===== src/rtl/trace_pkg.sv =====
package trace_pkg;

    typedef enum logic [1:0] {
        ST_IDLE = 2'd0,
        ST_EXEC = 2'd1,
        ST_PEND = 2'd2
    } trc_state_t;

    // bit 1 = flow-only, bit 0 = every instruction
    typedef enum logic [1:0] {
        MODE_OFF  = 2'b00,
        MODE_ALL  = 2'b01,
        MODE_FLOW = 2'b10,
        MODE_RSVD = 2'b11
    } trc_mode_t;

endpackage


===== src/rtl/trace_qualify.sv =====
module trace_qualify
    import trace_pkg::*;
(
    input  trc_mode_t mode,
    input  logic      cof,
    output logic      hit
);
    always_comb begin
        unique case (mode)
            MODE_OFF:  hit = 1'b0;
            MODE_ALL:  hit = 1'b1;
            MODE_FLOW: hit = cof;
            MODE_RSVD: hit = 1'b0;
            default:   hit = 1'b0;
        endcase
    end
endmodule


===== src/rtl/trace_vbr.sv =====
module trace_vbr #(
    parameter int AW        = 32,
    parameter int TRACE_VEC = 9,
    parameter int ENTRY_SH  = 2
) (
    input  logic          clk,
    input  logic          rst_n,
    input  logic          wr_en,
    input  logic [AW-1:0] wr_data,
    output logic [AW-1:0] vec_addr
);
    localparam logic [AW-1:0] VEC_OFS = AW'(TRACE_VEC) << ENTRY_SH;

    logic [AW-1:0] base_q;

    always_ff @(posedge clk) begin
        if (!rst_n)     base_q <= '0;
        else if (wr_en) base_q <= wr_data;
    end

    assign vec_addr = base_q + VEC_OFS;
endmodule


===== src/rtl/trace_seq.sv =====
module trace_seq
    import trace_pkg::*;
(
    input  logic       clk,
    input  logic       rst_n,
    input  logic       instr_begin,
    input  logic       instr_retire,
    input  logic [1:0] trace_bits,
    input  logic       exc_ack,
    input  logic       hit,
    output trc_mode_t  mode_q,
    output trc_state_t state_q,
    output logic       trace_pend,
    output logic       trace_fire
);
    trc_state_t state_d;
    logic       mode_ld;
    logic       fire_q;

    // next state
    always_comb begin
        state_d = state_q;
        mode_ld = 1'b0;
        unique case (state_q)
            ST_IDLE: begin
                if (instr_begin) begin
                    state_d = ST_EXEC;
                    mode_ld = 1'b1;
                end
            end
            ST_EXEC: begin
                if (instr_retire) begin
                    if (hit) begin
                        state_d = ST_PEND;
                    end else if (instr_begin) begin
                        state_d = ST_EXEC;
                        mode_ld = 1'b1;
                    end else begin
                        state_d = ST_IDLE;
                    end
                end
            end
            ST_PEND: begin
                if (exc_ack) state_d = ST_IDLE;
            end
            default: state_d = ST_IDLE;
        endcase
    end

    // state register
    always_ff @(posedge clk) begin
        if (!rst_n) begin
            state_q <= ST_IDLE;
            mode_q  <= MODE_OFF;
        end else begin
            state_q <= state_d;
            if (mode_ld) mode_q <= trc_mode_t'(trace_bits);
        end
    end

    // outputs
    always_ff @(posedge clk) begin
        if (!rst_n) fire_q <= 1'b0;
        else        fire_q <= (state_q == ST_EXEC) && (state_d == ST_PEND);
    end

    assign trace_pend = (state_q == ST_PEND);
    assign trace_fire = fire_q;
endmodule


===== src/rtl/trace_trap_ctrl.sv =====
module trace_trap_ctrl
    import trace_pkg::*;
#(
    parameter int AW        = 32,
    parameter int TRACE_VEC = 9,
    parameter int ENTRY_SH  = 2
) (
    input  logic          clk,
    input  logic          rst_n,
    input  logic          instr_begin,
    input  logic          instr_retire,
    input  logic          cof_flag,
    input  logic [1:0]    trace_bits,
    input  logic          exc_ack,
    input  logic          vbr_wr_en,
    input  logic [AW-1:0] vbr_wr_data,
    output logic          trace_pend,
    output logic          trace_fire,
    output logic [AW-1:0] vec_addr
);
    trc_mode_t  mode_q;
    trc_state_t state_q;
    logic       hit;

    trace_qualify u_qual (
        .mode (mode_q),
        .cof  (cof_flag),
        .hit  (hit)
    );

    trace_seq u_seq (
        .clk          (clk),
        .rst_n        (rst_n),
        .instr_begin  (instr_begin),
        .instr_retire (instr_retire),
        .trace_bits   (trace_bits),
        .exc_ack      (exc_ack),
        .hit          (hit),
        .mode_q       (mode_q),
        .state_q      (state_q),
        .trace_pend   (trace_pend),
        .trace_fire   (trace_fire)
    );

    trace_vbr #(.AW(AW), .TRACE_VEC(TRACE_VEC), .ENTRY_SH(ENTRY_SH)) u_vbr (
        .clk      (clk),
        .rst_n    (rst_n),
        .wr_en    (vbr_wr_en),
        .wr_data  (vbr_wr_data),
        .vec_addr (vec_addr)
    );
endmodule


===== config.mk =====
export PLATFORM = sky130hd
export DESIGN_NAME = trace_trap_ctrl
export DESIGN_NICKNAME = d
export VERILOG_FILES = /design/src/rtl/trace_pkg.sv /design/src/rtl/trace_qualify.sv /design/src/rtl/trace_vbr.sv /design/src/rtl/trace_seq.sv /design/src/rtl/trace_trap_ctrl.sv
export SDC_FILE = /design/constraint.sdc
export NUM_CORES = 1
export LEC_CHECK = 0
export ABC_AREA = 0
export CAP_MARGIN = 5
export CORE_MARGIN = 4
export CORE_UTILIZATION = 43
export DETAILED_ROUTE_END_ITERATION = 8
export PLACE_DENSITY = 0.81
export SLEW_MARGIN = 15
export SYNTH_ARGS = -nofsm -noshare
export SYNTH_HDL_FRONTEND = slang
export SYNTH_SLANG_ARGS = --single-unit

===== constraint.sdc =====
create_clock -name clk -period 2.45 [get_ports clk]
set_input_delay 0.49 -clock clk [delete_from_list [all_inputs] [get_ports clk]]
set_output_delay 0.49 -clock clk [all_outputs]
set_load 0.02 [all_outputs]

Word-level counts from Yosys, hierarchy flattened
Index checks and enable logic that the tools add are counted.

Bits in registers: 37. Bits of input ports: 41. Output and inout port bits: 34. Logic and storage cells: 26.

$add $sub $neg: 1. Equality and inequality tests: 6. Muxes and demuxes: 11. Reductions and logical operators: 4.

Operators by type and width (count): 32-bit by 6-bit adder with 32-bit output (second input constant) (1); 2-bit == test (second input constant) (4); 2-bit two-way mux (4); 2-bit one-hot mux with 3 select lines (1); 2-bit by 1-bit == test with 1-bit output (second input constant) (2); 2-bit zero test (2); 1-bit two-way mux (4); 1-bit one-hot mux with 3 select lines (1); 1-bit one-hot mux with 2 select lines (1); 2-bit OR reduction (1); 1-bit logical AND (1).

Depth between registers and ports, before layout
Depth after elaboration: 8. Mapped depth: 7. Gate-level depth less buffers: 7.

Modules after synthesis
From an unflattened synthesis, not the netlist that was laid out.

Cell total of the unflattened synthesis: 210. Area total of the unflattened synthesis: 2034.5 µm².

By module, submodules not included: trace_vbr (instances 1, cells an instance 181, area each 1783.0 µm², sequential area each 640.6 µm²); trace_seq (instances 1, cells an instance 25, area each 226.5 µm², sequential area each 100.1 µm²); trace_qualify (instances 1, cells an instance 4, area each 25.0 µm², sequential area each 0.0 µm²).

Least setup slack after synthesis
OpenSTA, ideal clock, no wires.

Path kind: reg-to-output. Start: register u_vbr.base_q[20]. End: output vec_addr[30]. Data arrival time: 1717 ps. Required time: 1960 ps. Setup slack: 243 ps. Stages on the path, launching flop included: 6. Path buffers: 0. Cell sequence: dfxtp_1 > nand4_2 > nor4_4 > or3b_1 > nor2_1 > xor2_1.

Longest elaborated chain between the ends: 1.

RTL lines: start: declaration (line trace_vbr.sv:14) `logic [AW-1:0] base_q;`; start signal: assignment (line trace_vbr.sv:18) `else if (wr_en) base_q <= wr_data;`; 32-bit by 6-bit adder with 32-bit output (line trace_vbr.sv:21) `assign vec_addr = base_q + VEC_OFS;`; end: declaration (line trace_trap_ctrl.sv:19) `output logic [AW-1:0] vec_addr`.

Every way passes these cells.

Worst setup path after layout
Start: register u_vbr.base_q[10]. End: output vec_addr[30].

The elaborated chain is that of the path after synthesis.

==> flow_summary.yaml <==
outcome:
  outcome: "finished clean"
global_routing:
  grt_max_degree: 27
  grt_pass1_vias: 1864
  grt_pass1_wl_mm: 8.362
  overflow: 0
  grt_use_total_pct: 17.38
  antenna_found_initial: 0
die:
  start_util_pct: 45.10
  dieWidth_um: 76.04
  placementRows: 24
  die_h_um: 76.04
  dieArea_um2: 5782
  core_um2: 4414
  io_pins: 75
synth:
  yosysTopAreaCell: "dfxtp_1"
  ys_top_cells_by_count: "40 x nor2b_1, 37 x dfxtp_1, 34 x mux2i_1, 19 x xnor2_1, 15 x nand2_1"
  synth_nets: 257
  avgSynthCellArea_um2: 9.302
  synth-seq-cells: 37
  synth-edff-count: 0
  synth_ff_type: "dfxtp_1"
  synth.area.top_cells: "dfxtp_1 37%, mux2i_1 17%, nor2b_1 13%"
  yosys_warnings: 0
  ys_seq_area_share_pct: 37.21
  synthCells: 214
  synth_top_area_share_pct: 37.21
  synth_cell_type_count: 28
  syn-cell-area_um2: 1991
  async_flop_share_pct: 0
  yosysMostFrequentCell: "nor2b_1"
routing:
  viasPerCell: 4.804
  drc: 0
  drt-pass1-iter-count: 4
  wl_per_cell_um: 13.52
  drtAntennaViolNets: 0
  wl_mm: 5.164
  via_count: 1835
  first_iter_violations: 63
timing:
  rsz0062_at_grt: "true"
  period_minus_slack_ns: 2.449
  slew_headroom_pct: 74.47
  fin_worst_hold_slack_ns: 0.5272
  finalMaxSlewViolations: 0
  setup_tns_ns: 0
  max_freq_mhz: 408.3
  setup_viol: 0
  tightest_slew_ns: 0.3829
  fin_skew_ns: 0.0005799
  period_share_pct: 99.97
  hold_violations: 0
clock_tree:
  cts-root-buf: "clkbuf_8"
  cts_tree: "done"
  htree_levels: 2
  clk_latency_ns: 0.28
  hold_buffers: 0
  path_clk_slew_ns: 0.07
  clock-sinks: 37
  clock_path_buffers: 2
  cts_buffers: 5
worst_setup_path:
  start_kind: "flip-flop"
  critPathMaxStageDelay_ns: 0.39
  cpMostUsedCell: "buf_4"
  required_ns: 1.96
  crit_fanout: 2
  path_cells: "and4_1 -> nand4_1 -> buf_4 -> or3b_4 -> nor2_1 -> xor2_1 -> buf_4"
  cp_slowest_cell: "or3b_4"
  regToRegSetupSlack_ns: 0.95
  critPathKind: "flip-flop to primary output"
  critPathTopFamily: "simple AND/OR/NAND/NOR gates"
  endpoint_kind: "primary output"
  critPathBufInv: 2
  cp.arrival_ns: 1.96
layout:
  layout.nets: 372
  diodes: 0
  drive_gt1_share_pct: 28.48
  num-fill-cells: 357
  postLayoutCellArea_um2: 3181
  stdcell_count: 382
  area_delta_synth_final_pct: 59.77
  postLayoutCoreUtil_pct: 72.05
place:
  dpl.hpwl_mm: 3.914
  place_inst: 370
  io_buffer_count: 74
  placed_area_um2: 3042
  routabilityCongestion: 0.7673
pwr:
  power_density_nw_per_um2: 488.4
  ir_worst_vdd_mv: 0.3681
  p_leak_uw: 0.001452
hold_path:
  hp-class: "flip-flop to flip-flop"
flow_run:
  cap_violations: 0
area by class of cell:
class	count	area (um2)	share of cell area, %
Tap cell	52	65.06	2.046
Clock inverter	1	30.03	0.9441
Clock buffer	7	86.33	2.714
Inverter	5	18.77	0.5901
Multi-Input combinational cell	163	1237	38.91
Timing Repair Buffer	117	985.9	31.00
Sequential cell	37	757.0	23.80
placed cells by master (no fill, tap or decap), types with 2 or more instances in the layout:
| master | synthesis | routed |
|---|---|---|
| a21oi_1 | 3 | 2 |
| and2_1 | 3 | 3 |
| and3_1 | 3 | 2 |
| buf_2 | 1 | 8 |
| buf_4 | 2 | 48 |
| clkbuf_2 | 0 | 5 |
| clkbuf_8 | 0 | 6 |
| clkdlybuf4s15_2 | 0 | 2 |
| clkdlybuf4s50_1 | 0 | 47 |
| dfxtp_1 | 37 | 26 |
| dfxtp_2 | 0 | 10 |
| dlygate4sd2_1 | 0 | 5 |
| inv_1 | 5 | 5 |
| mux2i_1 | 34 | 34 |
| nand2_1 | 15 | 15 |
| nand2b_1 | 3 | 3 |
| nand3_1 | 7 | 7 |
| nand4_1 | 6 | 6 |
| nor2_1 | 10 | 8 |
| nor2_2 | 0 | 2 |
| nor2b_1 | 40 | 38 |
| nor2b_2 | 0 | 2 |
| xnor2_1 | 19 | 19 |
| xor2_1 | 9 | 9 |
sequential cells by signal, summed over array words and instances (netlist names):
name / cells
u_seq.trace_fire: 1
u_vbr.base_q: 32
u_seq.mode_q: 2
u_seq.state_q: 2
cell families after synthesis:
| group | after synthesis | share of synthesized area [%] |
|---|---|---|
| adders and majority gates | 2 | 1.257 |
| and+or+nand+nor | 93 | 27.28 |
| DFF | 37 | 37.21 |
| buffers and inverters | 14 | 3.079 |
| AOI/OAI and AO/OA | 6 | 1.760 |
| xor gates and xnor gates | 28 | 12.32 |
| muxes | 34 | 17.10 |
where the power goes:
group          internal, uW  switching, uW  total (uW)
clock network           332            205         537
logic                   198            153         351
registers               639           26.8         666
timing repair:
item | in CTS | in global routing
buffers inserted | 0 | 4
hold endpoints to repair | 0 | 0
resized for setup | 73 | 45
setup endpoints to repair | 26 | 21
gates cloned | 0 | 0
pin swaps | 1 | 7
worst paths after layout:
check,start,endpoint,depth (start not counted)
max,u_vbr.base_q[10]$_SDFFE_PN0P_,vec_addr[30],7
max reg2reg,u_seq.mode_q[0]$_SDFFE_PN0P_,u_seq.mode_q[1]$_SDFFE_PN0P_,7
min,u_vbr.base_q[1]$_SDFFE_PN0P_,u_vbr.base_q[1]$_SDFFE_PN0P_,2
min reg2reg,u_vbr.base_q[1]$_SDFFE_PN0P_,u_vbr.base_q[1]$_SDFFE_PN0P_,2
metal layers:
| layer | up-vias | track usage (%) | part of all wire, % |
|---|---|---|---|
| met1 | 829 | 19.34 | 41 |
| met3 | 11 | 5.319 | 5.5 |
| met5 | - | 0 | 0 |
| li1 | 942 | - | - |
| met4 | 0 | 7.117 | 2.0 |
| met2 | 53 | 30.39 | 51 |
worst reg2reg max path, stage by stage, from the launching register on:
cell	delay, ns
dfxtp_1	0.33
inv_1	0.05
ha_1	0.26
nor2b_1	0.16
o21ai_1	0.07
a21oi_1	0.25
mux2i_1	0.22
nor2b_1	0.06
per-stage QoR:
step	worst slack (ns)	total power, uW
after detailed placement	-0.2813	1039
after floorplan	0.2427	844.5
after CTS	0.0003404	1563
after global routing	-0.1022	1629
after global placement	-0.2170	1033
final	0.0007483	1553
Power figures use the tool's default switching activity.
